--- config.mk ---
export PLATFORM = sky130hd
export DESIGN_NAME = thermal_sideband_regs
export DESIGN_NICKNAME = d
export VERILOG_FILES = /design/src/rtl/tsr_pkg.sv /design/src/rtl/tsr_limit_regs.sv /design/src/rtl/tsr_read_latch.sv /design/src/rtl/tsr_alert_status.sv /design/src/rtl/thermal_sideband_regs.sv
export SDC_FILE = /design/constraint.sdc
export NUM_CORES = 1
export LEC_CHECK = 0
export CORE_ASPECT_RATIO = 1.5
export CORE_UTILIZATION = 45
export CTS_BUF_LIST = sky130_fd_sc_hd__clkbuf_16
export CTS_CLUSTER_DIAMETER = 100
export CTS_CLUSTER_SIZE = 40
export DETAILED_ROUTE_END_ITERATION = 10
export GPL_ROUTABILITY_DRIVEN = 0
export GPL_TIMING_DRIVEN = 0
export HOLD_SLACK_MARGIN = 0.12
export PLACE_DENSITY_LB_ADDON = 0.1
export RECOVER_POWER = 50
export SYNTH_ARGS = -nofsm -noshare
export SYNTH_HDL_FRONTEND = slang
export SYNTH_SLANG_ARGS = --single-unit
--- constraint.sdc ---
create_clock -name clk -period 5.4 [get_ports clk]
set_input_delay 0.81 -clock clk [delete_from_list [all_inputs] [get_ports clk]]
set_output_delay 0.81 -clock clk [all_outputs]
set_load 0.005 [all_outputs]
--- src/rtl/tsr_pkg.sv ---
package tsr_pkg;
  localparam int BYTE_W = 8;

  localparam logic [7:0] ADR_TEMP_WHOLE = 8'h01;
  localparam logic [7:0] ADR_STATUS     = 8'h02;
  localparam logic [7:0] ADR_CFG_VIEW   = 8'h03;
  localparam logic [7:0] ADR_HI_WHOLE   = 8'h07;
  localparam logic [7:0] ADR_LO_WHOLE   = 8'h08;
  localparam logic [7:0] ADR_CFG_SET    = 8'h09;
  localparam logic [7:0] ADR_TEMP_EIGHT = 8'h10;
  localparam logic [7:0] ADR_HI_EIGHT   = 8'h13;
  localparam logic [7:0] ADR_LO_EIGHT   = 8'h14;

  localparam int CFG_ORDER_BIT = 5;
  localparam int CFG_MASK_BIT  = 7;
  localparam int STS_HI_BIT    = 4;
  localparam int STS_LO_BIT    = 3;
  localparam logic [7:0] CFG_KEEP = 8'hA0;
endpackage

--- src/rtl/tsr_limit_regs.sv ---
module tsr_limit_regs
  import tsr_pkg::*;
#(
  parameter int FRAC_W = 3,
  parameter int LIM_W  = 11,
  parameter logic [LIM_W-1:0] HI_INIT = 11'd560,
  parameter logic [LIM_W-1:0] LO_INIT = 11'd0
) (
  input  logic              clk,
  input  logic              rst,
  input  logic              we,
  input  logic [7:0]        addr,
  input  logic [7:0]        wdata,
  output logic [LIM_W-1:0]  hi_lim,
  output logic [LIM_W-1:0]  lo_lim,
  output logic [7:0]        cfg
);
  logic known_dst;

  always_comb begin
    case (addr)
      ADR_HI_WHOLE, ADR_LO_WHOLE, ADR_HI_EIGHT, ADR_LO_EIGHT, ADR_CFG_SET: known_dst = 1'b1;
      default: known_dst = 1'b0;
    endcase
  end

  always_ff @(posedge clk) begin
    if (rst) begin
      hi_lim <= HI_INIT;
      lo_lim <= LO_INIT;
      cfg    <= '0;
    end else if (we) begin
      case (addr)
        ADR_HI_WHOLE: hi_lim[LIM_W-1:FRAC_W] <= wdata[LIM_W-FRAC_W-1:0];
        ADR_LO_WHOLE: lo_lim[LIM_W-1:FRAC_W] <= wdata[LIM_W-FRAC_W-1:0];
        ADR_HI_EIGHT: hi_lim[FRAC_W-1:0]     <= wdata[BYTE_W-1 -: FRAC_W];
        ADR_LO_EIGHT: lo_lim[FRAC_W-1:0]     <= wdata[BYTE_W-1 -: FRAC_W];
        ADR_CFG_SET:  cfg                    <= wdata & CFG_KEEP;
        default: ;
      endcase
    end
  end

  assert_ro_ignored_R10: assert property (@(posedge clk) disable iff (rst)
    (we && !known_dst) |=> ($stable(hi_lim) && $stable(lo_lim) && $stable(cfg)));

  assert_cfg_bits_R9: assert property (@(posedge clk) disable iff (rst)
    (we && addr == ADR_CFG_SET) |=> (cfg == ($past(wdata) & CFG_KEEP)));
endmodule

--- src/rtl/tsr_read_latch.sv ---
module tsr_read_latch #(
  parameter int INT_W  = 8,
  parameter int FRAC_W = 3,
  parameter int LIM_W  = INT_W + FRAC_W
) (
  input  logic              clk,
  input  logic              rst,
  input  logic [LIM_W-1:0]  temp_in,
  input  logic              temp_valid,
  input  logic              rd_whole,
  input  logic              rd_eighth,
  input  logic              order_frac_first,
  output logic [LIM_W-1:0]  live,
  output logic              seen,
  output logic [INT_W-1:0]  whole_view,
  output logic [FRAC_W-1:0] eighth_view
);
  logic [INT_W-1:0]  held_whole;
  logic [FRAC_W-1:0] held_eighth;

  always_ff @(posedge clk) begin
    if (rst) begin
      live        <= '0;
      seen        <= 1'b0;
      held_whole  <= '0;
      held_eighth <= '0;
    end else begin
      if (rd_whole && !order_frac_first)
        held_eighth <= live[FRAC_W-1:0];
      if (rd_eighth && order_frac_first)
        held_whole <= live[LIM_W-1:FRAC_W];
      if (temp_valid) begin
        live <= temp_in;
        seen <= 1'b1;
      end
    end
  end

  assign whole_view  = order_frac_first ? held_whole : live[LIM_W-1:FRAC_W];
  assign eighth_view = order_frac_first ? live[FRAC_W-1:0] : held_eighth;

  assert_hold_eighth_R4: assert property (@(posedge clk) disable iff (rst)
    (rd_whole && !order_frac_first) |=> (held_eighth == $past(live[FRAC_W-1:0])));

  assert_hold_whole_R5: assert property (@(posedge clk) disable iff (rst)
    (rd_eighth && order_frac_first) |=> (held_whole == $past(live[LIM_W-1:FRAC_W])));

  assert_sample_take_R2: assert property (@(posedge clk) disable iff (rst)
    temp_valid |=> (live == $past(temp_in) && seen));
endmodule

--- src/rtl/tsr_alert_status.sv ---
module tsr_alert_status #(
  parameter int LIM_W = 11
) (
  input  logic             clk,
  input  logic             rst,
  input  logic [LIM_W-1:0] temp,
  input  logic             seen,
  input  logic [LIM_W-1:0] hi_lim,
  input  logic [LIM_W-1:0] lo_lim,
  input  logic             status_rd,
  input  logic             mask,
  output logic             flag_hi,
  output logic             flag_lo,
  output logic             alert_n
);
  logic hot_now, cold_now, hi_nxt, lo_nxt;

  always_comb begin
    hot_now  = seen && (temp >= hi_lim);
    cold_now = seen && (temp <= lo_lim);
    hi_nxt   = hot_now  || (flag_hi && !status_rd);
    lo_nxt   = cold_now || (flag_lo && !status_rd);
  end

  always_ff @(posedge clk) begin
    if (rst) begin
      flag_hi <= 1'b0;
      flag_lo <= 1'b0;
      alert_n <= 1'b1;
    end else begin
      flag_hi <= hi_nxt;
      flag_lo <= lo_nxt;
      alert_n <= !((hi_nxt || lo_nxt) && !mask);
    end
  end

  assert_hi_sticky_R6: assert property (@(posedge clk) disable iff (rst)
    (flag_hi && !status_rd) |=> flag_hi);

  assert_lo_sticky_R7: assert property (@(posedge clk) disable iff (rst)
    (flag_lo && !status_rd) |=> flag_lo);

  assert_no_flag_unseen_R7: assert property (@(posedge clk) disable iff (rst)
    !seen |-> (!flag_hi && !flag_lo));

  assert_mask_quiet_R8: assert property (@(posedge clk) disable iff (rst)
    mask |=> alert_n);

  assert_alert_cause_R8: assert property (@(posedge clk) disable iff (rst)
    !alert_n |-> (flag_hi || flag_lo));
endmodule

--- src/rtl/thermal_sideband_regs.sv ---
module thermal_sideband_regs
  import tsr_pkg::*;
#(
  parameter int INT_W  = 8,
  parameter int FRAC_W = 3,
  parameter int HI_INIT_DEG = 70,
  parameter int LO_INIT_DEG = 0
) (
  input  logic                    clk,
  input  logic                    rst,
  input  logic [INT_W+FRAC_W-1:0] temp_in,
  input  logic                    temp_valid,
  input  logic [7:0]              reg_addr,
  input  logic                    reg_we,
  input  logic [7:0]              reg_wdata,
  input  logic                    reg_rd,
  output logic [7:0]              reg_rdata,
  output logic                    alert_n
);
  localparam int LIM_W = INT_W + FRAC_W;
  localparam logic [LIM_W-1:0] HI_INIT = LIM_W'(HI_INIT_DEG << FRAC_W);
  localparam logic [LIM_W-1:0] LO_INIT = LIM_W'(LO_INIT_DEG << FRAC_W);
  localparam int PAD_W = BYTE_W - FRAC_W;

  logic [LIM_W-1:0]  hi_lim, lo_lim, live;
  logic [7:0]        cfg;
  logic              seen, flag_hi, flag_lo;
  logic [INT_W-1:0]  whole_view;
  logic [FRAC_W-1:0] eighth_view;
  logic              rd_whole, rd_eighth, rd_status;
  logic [7:0]        rd_mux;

  assign rd_whole  = reg_rd && (reg_addr == ADR_TEMP_WHOLE);
  assign rd_eighth = reg_rd && (reg_addr == ADR_TEMP_EIGHT);
  assign rd_status = reg_rd && (reg_addr == ADR_STATUS);

  tsr_limit_regs #(.FRAC_W(FRAC_W), .LIM_W(LIM_W), .HI_INIT(HI_INIT), .LO_INIT(LO_INIT)) u_limits (
    .clk(clk), .rst(rst), .we(reg_we), .addr(reg_addr), .wdata(reg_wdata),
    .hi_lim(hi_lim), .lo_lim(lo_lim), .cfg(cfg)
  );

  tsr_read_latch #(.INT_W(INT_W), .FRAC_W(FRAC_W), .LIM_W(LIM_W)) u_latch (
    .clk(clk), .rst(rst), .temp_in(temp_in), .temp_valid(temp_valid),
    .rd_whole(rd_whole), .rd_eighth(rd_eighth), .order_frac_first(cfg[CFG_ORDER_BIT]),
    .live(live), .seen(seen), .whole_view(whole_view), .eighth_view(eighth_view)
  );

  tsr_alert_status #(.LIM_W(LIM_W)) u_status (
    .clk(clk), .rst(rst), .temp(live), .seen(seen), .hi_lim(hi_lim), .lo_lim(lo_lim),
    .status_rd(rd_status), .mask(cfg[CFG_MASK_BIT]),
    .flag_hi(flag_hi), .flag_lo(flag_lo), .alert_n(alert_n)
  );

  always_comb begin
    rd_mux = '0;
    case (reg_addr)
      ADR_TEMP_WHOLE: rd_mux = BYTE_W'(whole_view);
      ADR_STATUS: begin
        rd_mux[STS_HI_BIT] = flag_hi;
        rd_mux[STS_LO_BIT] = flag_lo;
      end
      ADR_CFG_VIEW:   rd_mux = cfg;
      ADR_HI_WHOLE:   rd_mux = BYTE_W'(hi_lim[LIM_W-1:FRAC_W]);
      ADR_LO_WHOLE:   rd_mux = BYTE_W'(lo_lim[LIM_W-1:FRAC_W]);
      ADR_TEMP_EIGHT: rd_mux = {eighth_view, {PAD_W{1'b0}}};
      ADR_HI_EIGHT:   rd_mux = {hi_lim[FRAC_W-1:0], {PAD_W{1'b0}}};
      ADR_LO_EIGHT:   rd_mux = {lo_lim[FRAC_W-1:0], {PAD_W{1'b0}}};
      default:        rd_mux = '0;
    endcase
  end

  always_ff @(posedge clk) begin
    if (rst)
      reg_rdata <= '0;
    else if (reg_rd)
      reg_rdata <= rd_mux;
  end

  assert_eighth_pad_R3: assert property (@(posedge clk) disable iff (rst)
    (reg_rd && (reg_addr == ADR_TEMP_EIGHT || reg_addr == ADR_HI_EIGHT || reg_addr == ADR_LO_EIGHT))
    |=> (reg_rdata[PAD_W-1:0] == '0));

  assert_rdata_hold_R11: assert property (@(posedge clk) disable iff (rst)
    !reg_rd |=> $stable(reg_rdata));
endmodule

==> results.cfg <==
[power]
leakage_nw = 1.65
irDropWorstVdd_mv = 0.266
powerDensity_nw_per_um2 = 264

[placement]
dp.cells = 491
io_buffer_count = 37
place_hpwl_um = 6560

[yosys]
syn_inst = 376
yosysUniqueCellTypes = 51
synthesis.area_um2 = 3260
ys_warn_count = 0
synth-seq-cells = 58
syn_nets = 430
synthFlopType = dfxtp_1
synthArstFlopShare = 0
syn-mean-instance-area_um2 = 8.67
synth-edff-count = 0
seq_area_frac_synth = 0.356

[cells_and_area]
drive_above_1_share = 0.0676
multi_input_area_um2 = 1900
syn_to_final_growth_pct = 22.2
final-seq-area_um2 = 1160
fin_nets = 478
nFillCells = 648
antenna_cells = 0
final_cells = 507

[routing]
dr.pass1.iters = 5
via_per_inst = 5.69
drcViolationCount = 0
antenna_left = 0
avgRoutedWirePerCell_um = 16.7
drt_iter0_drc = 233
vias = 2883
wirelength_um = 8450

[job]
maxCapViolations = 0

[cts]
cts_buffers = 9
clock-sinks = 58
postCtsSetupRepairBufs = 0
path_clk_slew_ns = 0.05
clock_path_buffers = 2
htree_levels = 3
cts_tree = done
cts_root_buffer = clkbuf_16
clock_latency_ns = 0.33
hold_buffers = 0
cts.repair.resized = 0

[global_routing]
antenna_found_initial = 0
overflow = 0
grt_pass1_wl_um = 13800
grt_max_degree = 11
grt_usage = 0.242
first_global_vias = 2721

[setup_path]
path_max_fanout = 8
cp_cell_sequence = dlygate4sd3_1 > nor3_1 > nand3_1 > or4_1 > buf_2 > mux2i_1 > nor2_1
setup.worst_path.end_class = register
arrival_ns = 3.42
worst_path_dominant_cell_family = simple AND/OR/NAND/NOR gates
worst-path-buf-inv = 2
start_kind = primary input
required_ns = 5.60
slowest_delay_ns = 0.62
r2r_cells = 7
crit_type = in2reg
critical_path.slowest_cell = nor3_1
crit_cells = 7

[outcome]
outcome = completed

[floorplanning]
dieArea_um2 = 7590
ioPinCount = 41
start_util = 0.469
fp.coreArea_um2 = 6940
die_h_um = 106
rows = 37
fp.dieW_um = 71.5

[timing]
fin_crit_ns = 3.22
rsz0062_at_grt = no
period_share = 0.596
worstMarginPinSlew_ns = 0.705
setup_viol = 0
finalHoldViolCount = 0
fmax_ghz = 0.311
max_slew_margin = 0.527
setup-tns-final_ns = 0
skew_ns = 0.00633
report.final.slew_viol_count = 0

[min_path]
hold_path.class = reg2reg
holdPathStages = 2
-- tightest hold or removal path, delay by kind of cell (launching register included) --
| family | cells | cell delay [ns] |
|---|---|---|
| AOI/OAI and AO/OA | 1 | 0.05 |
| DFF | 1 | 0.30 |
| and+or+nand+nor | 1 | 0.06 |
-- flip-flops by register name, indices dropped and copies added, names as in the netlist --
name and flops:
u_status.flag_lo 1, u_latch.held_eighth 3, u_status.alert_n 1, u_latch.held_whole 8, u_limits.cfg 2, u_limits.lo_lim 11
u_latch.live 11, u_limits.hi_lim 11, u_status.flag_hi 1, u_latch.seen 1, reg_rdata 8
-- report_power, final --
part           switching (mW)  internal [mW]  total, mW
Sequential            0.00863          0.437      0.445
Clock                   0.194          0.303      0.498
Combinational          0.0600         0.0501      0.110
-- per-stage QoR --
| step | instance area, µm² | util | power, mW | hold slack, ns | setup WS (ns) |
|---|---|---|---|---|---|
| detailed placement | 3730 | 0.537 | 0.565 | 0.459 | 2.28 |
| finish | 3980 | 0.574 | 1.05 | 0.462 | 2.18 |
| floorplan | 3260 | - | 0.514 | 0.445 | 3.09 |
| global route | 3980 | 0.574 | 1.10 | 0.473 | 2.07 |
| global placement | 3730 | 0.537 | 0.563 | 0.452 | 2.27 |
| CTS | 3990 | 0.574 | 1.06 | 0.468 | 2.62 |
-- placed cells by master (no fill, tap or decap), types with 3 or more instances in the layout --
| cell | netlist | layout |
|---|---|---|
| dfxtp_1 | 58 | 58 |
| nor2_1 | 56 | 56 |
| mux2i_1 | 45 | 45 |
| inv_1 | 24 | 25 |
| clkdlybuf4s50_1 | 0 | 25 |
| a21oi_1 | 23 | 23 |
| nand2_1 | 22 | 22 |
| ha_1 | 22 | 22 |
| clkbuf_1 | 14 | 17 |
| dlygate4sd3_1 | 0 | 12 |
| nand3_1 | 10 | 10 |
| o21ai_0 | 9 | 9 |
| clkbuf_16 | 0 | 9 |
| mux2_2 | 6 | 6 |
| nor3_1 | 4 | 5 |
| nand4_1 | 5 | 5 |
| nor2b_1 | 5 | 5 |
| a22oi_1 | 5 | 5 |
| buf_2 | 5 | 4 |
| nand3b_1 | 3 | 3 |
| a211o_1 | 3 | 3 |
| a21o_1 | 3 | 3 |
| o31ai_1 | 3 | 3 |
| a32o_1 | 3 | 3 |
| or3_1 | 3 | 3 |
| and3_1 | 3 | 3 |
| o22ai_1 | 3 | 3 |
| a22o_1 | 3 | 3 |
| clkinv_2 | 0 | 3 |
-- cell usage after synthesis (all sizes together), types with 2 or more instances --
cell type | number | area (µm²)
or4 | 2 | 15.0
mux2i | 45 | 450
dfxtp | 58 | 1160
o31ai | 3 | 22.5
nand2b | 2 | 12.5
a22o | 3 | 26.3
o22ai | 3 | 18.8
nor3 | 6 | 46.3
a22oi | 5 | 37.5
o21ai | 9 | 45.0
a21oi | 23 | 115
or3 | 3 | 18.8
nor4 | 2 | 18.8
a2111o | 2 | 22.5
inv | 24 | 90.1
nand3 | 11 | 60.1
a31oi | 2 | 12.5
nand2 | 22 | 82.6
and2 | 2 | 12.5
a211o | 3 | 26.3
nand4 | 5 | 31.3
and3 | 3 | 18.8
o32ai | 2 | 17.5
a21o | 3 | 22.5
a2bb2oi | 2 | 17.5
mux2 | 6 | 67.6
nor2b | 5 | 31.3
a32o | 3 | 30.0
clkbuf | 14 | 52.6
nor2 | 56 | 210
nand3b | 3 | 22.5
ha | 22 | 275
a211oi | 2 | 15.0
buf | 10 | 47.5
-- metal layers --
metal,part of all wire,up-vias,wire (µm),track usage
met5,0,-,0,0
met4,0.036,0,307,0.129
met3,0.046,23,392,0.0540
met2,0.48,86,4090,0.395
met1,0.43,1339,3660,0.295
li1,-,1435,-,-
-- layout make-up --
cell class / count / share of cell area
inverters: 24 / 0.0226
multi-input cells: 270 / 0.478
repair buffers: 37 / 0.0930
plain buffers: 24 / 0.0248
well taps: 78 / 0.0245
flip-flops and latches: 58 / 0.292
clock inverters: 7 / 0.00943
clock buffers: 9 / 0.0566
-- worst paths after layout --
check / startpoint / to / slack, ns
setup / recovery: reg_addr[7] / u_latch.held_whole[5] / 2.18
hold / removal: reg_rdata[3] / reg_rdata[3] / 0.46
setup reg to reg: u_limits.cfg[5] / reg_rdata[6] / 3.39
hold reg to reg: reg_rdata[3] / reg_rdata[3] / 0.46
-- logic make-up after synthesis --
kind of cell,after synthesis,share of synthesized area
adder cells (fa/ha/maj),23,0.0876
AND/OR/NAND/NOR,126,0.194
XOR/XNOR,1,0.00269
flip-flops,58,0.356
multiplexers,51,0.159
buffers and inverters,48,0.0584
AO/OA/AOI/OAI,69,0.142
Note: power is estimated with default switching activity, not from simulation.
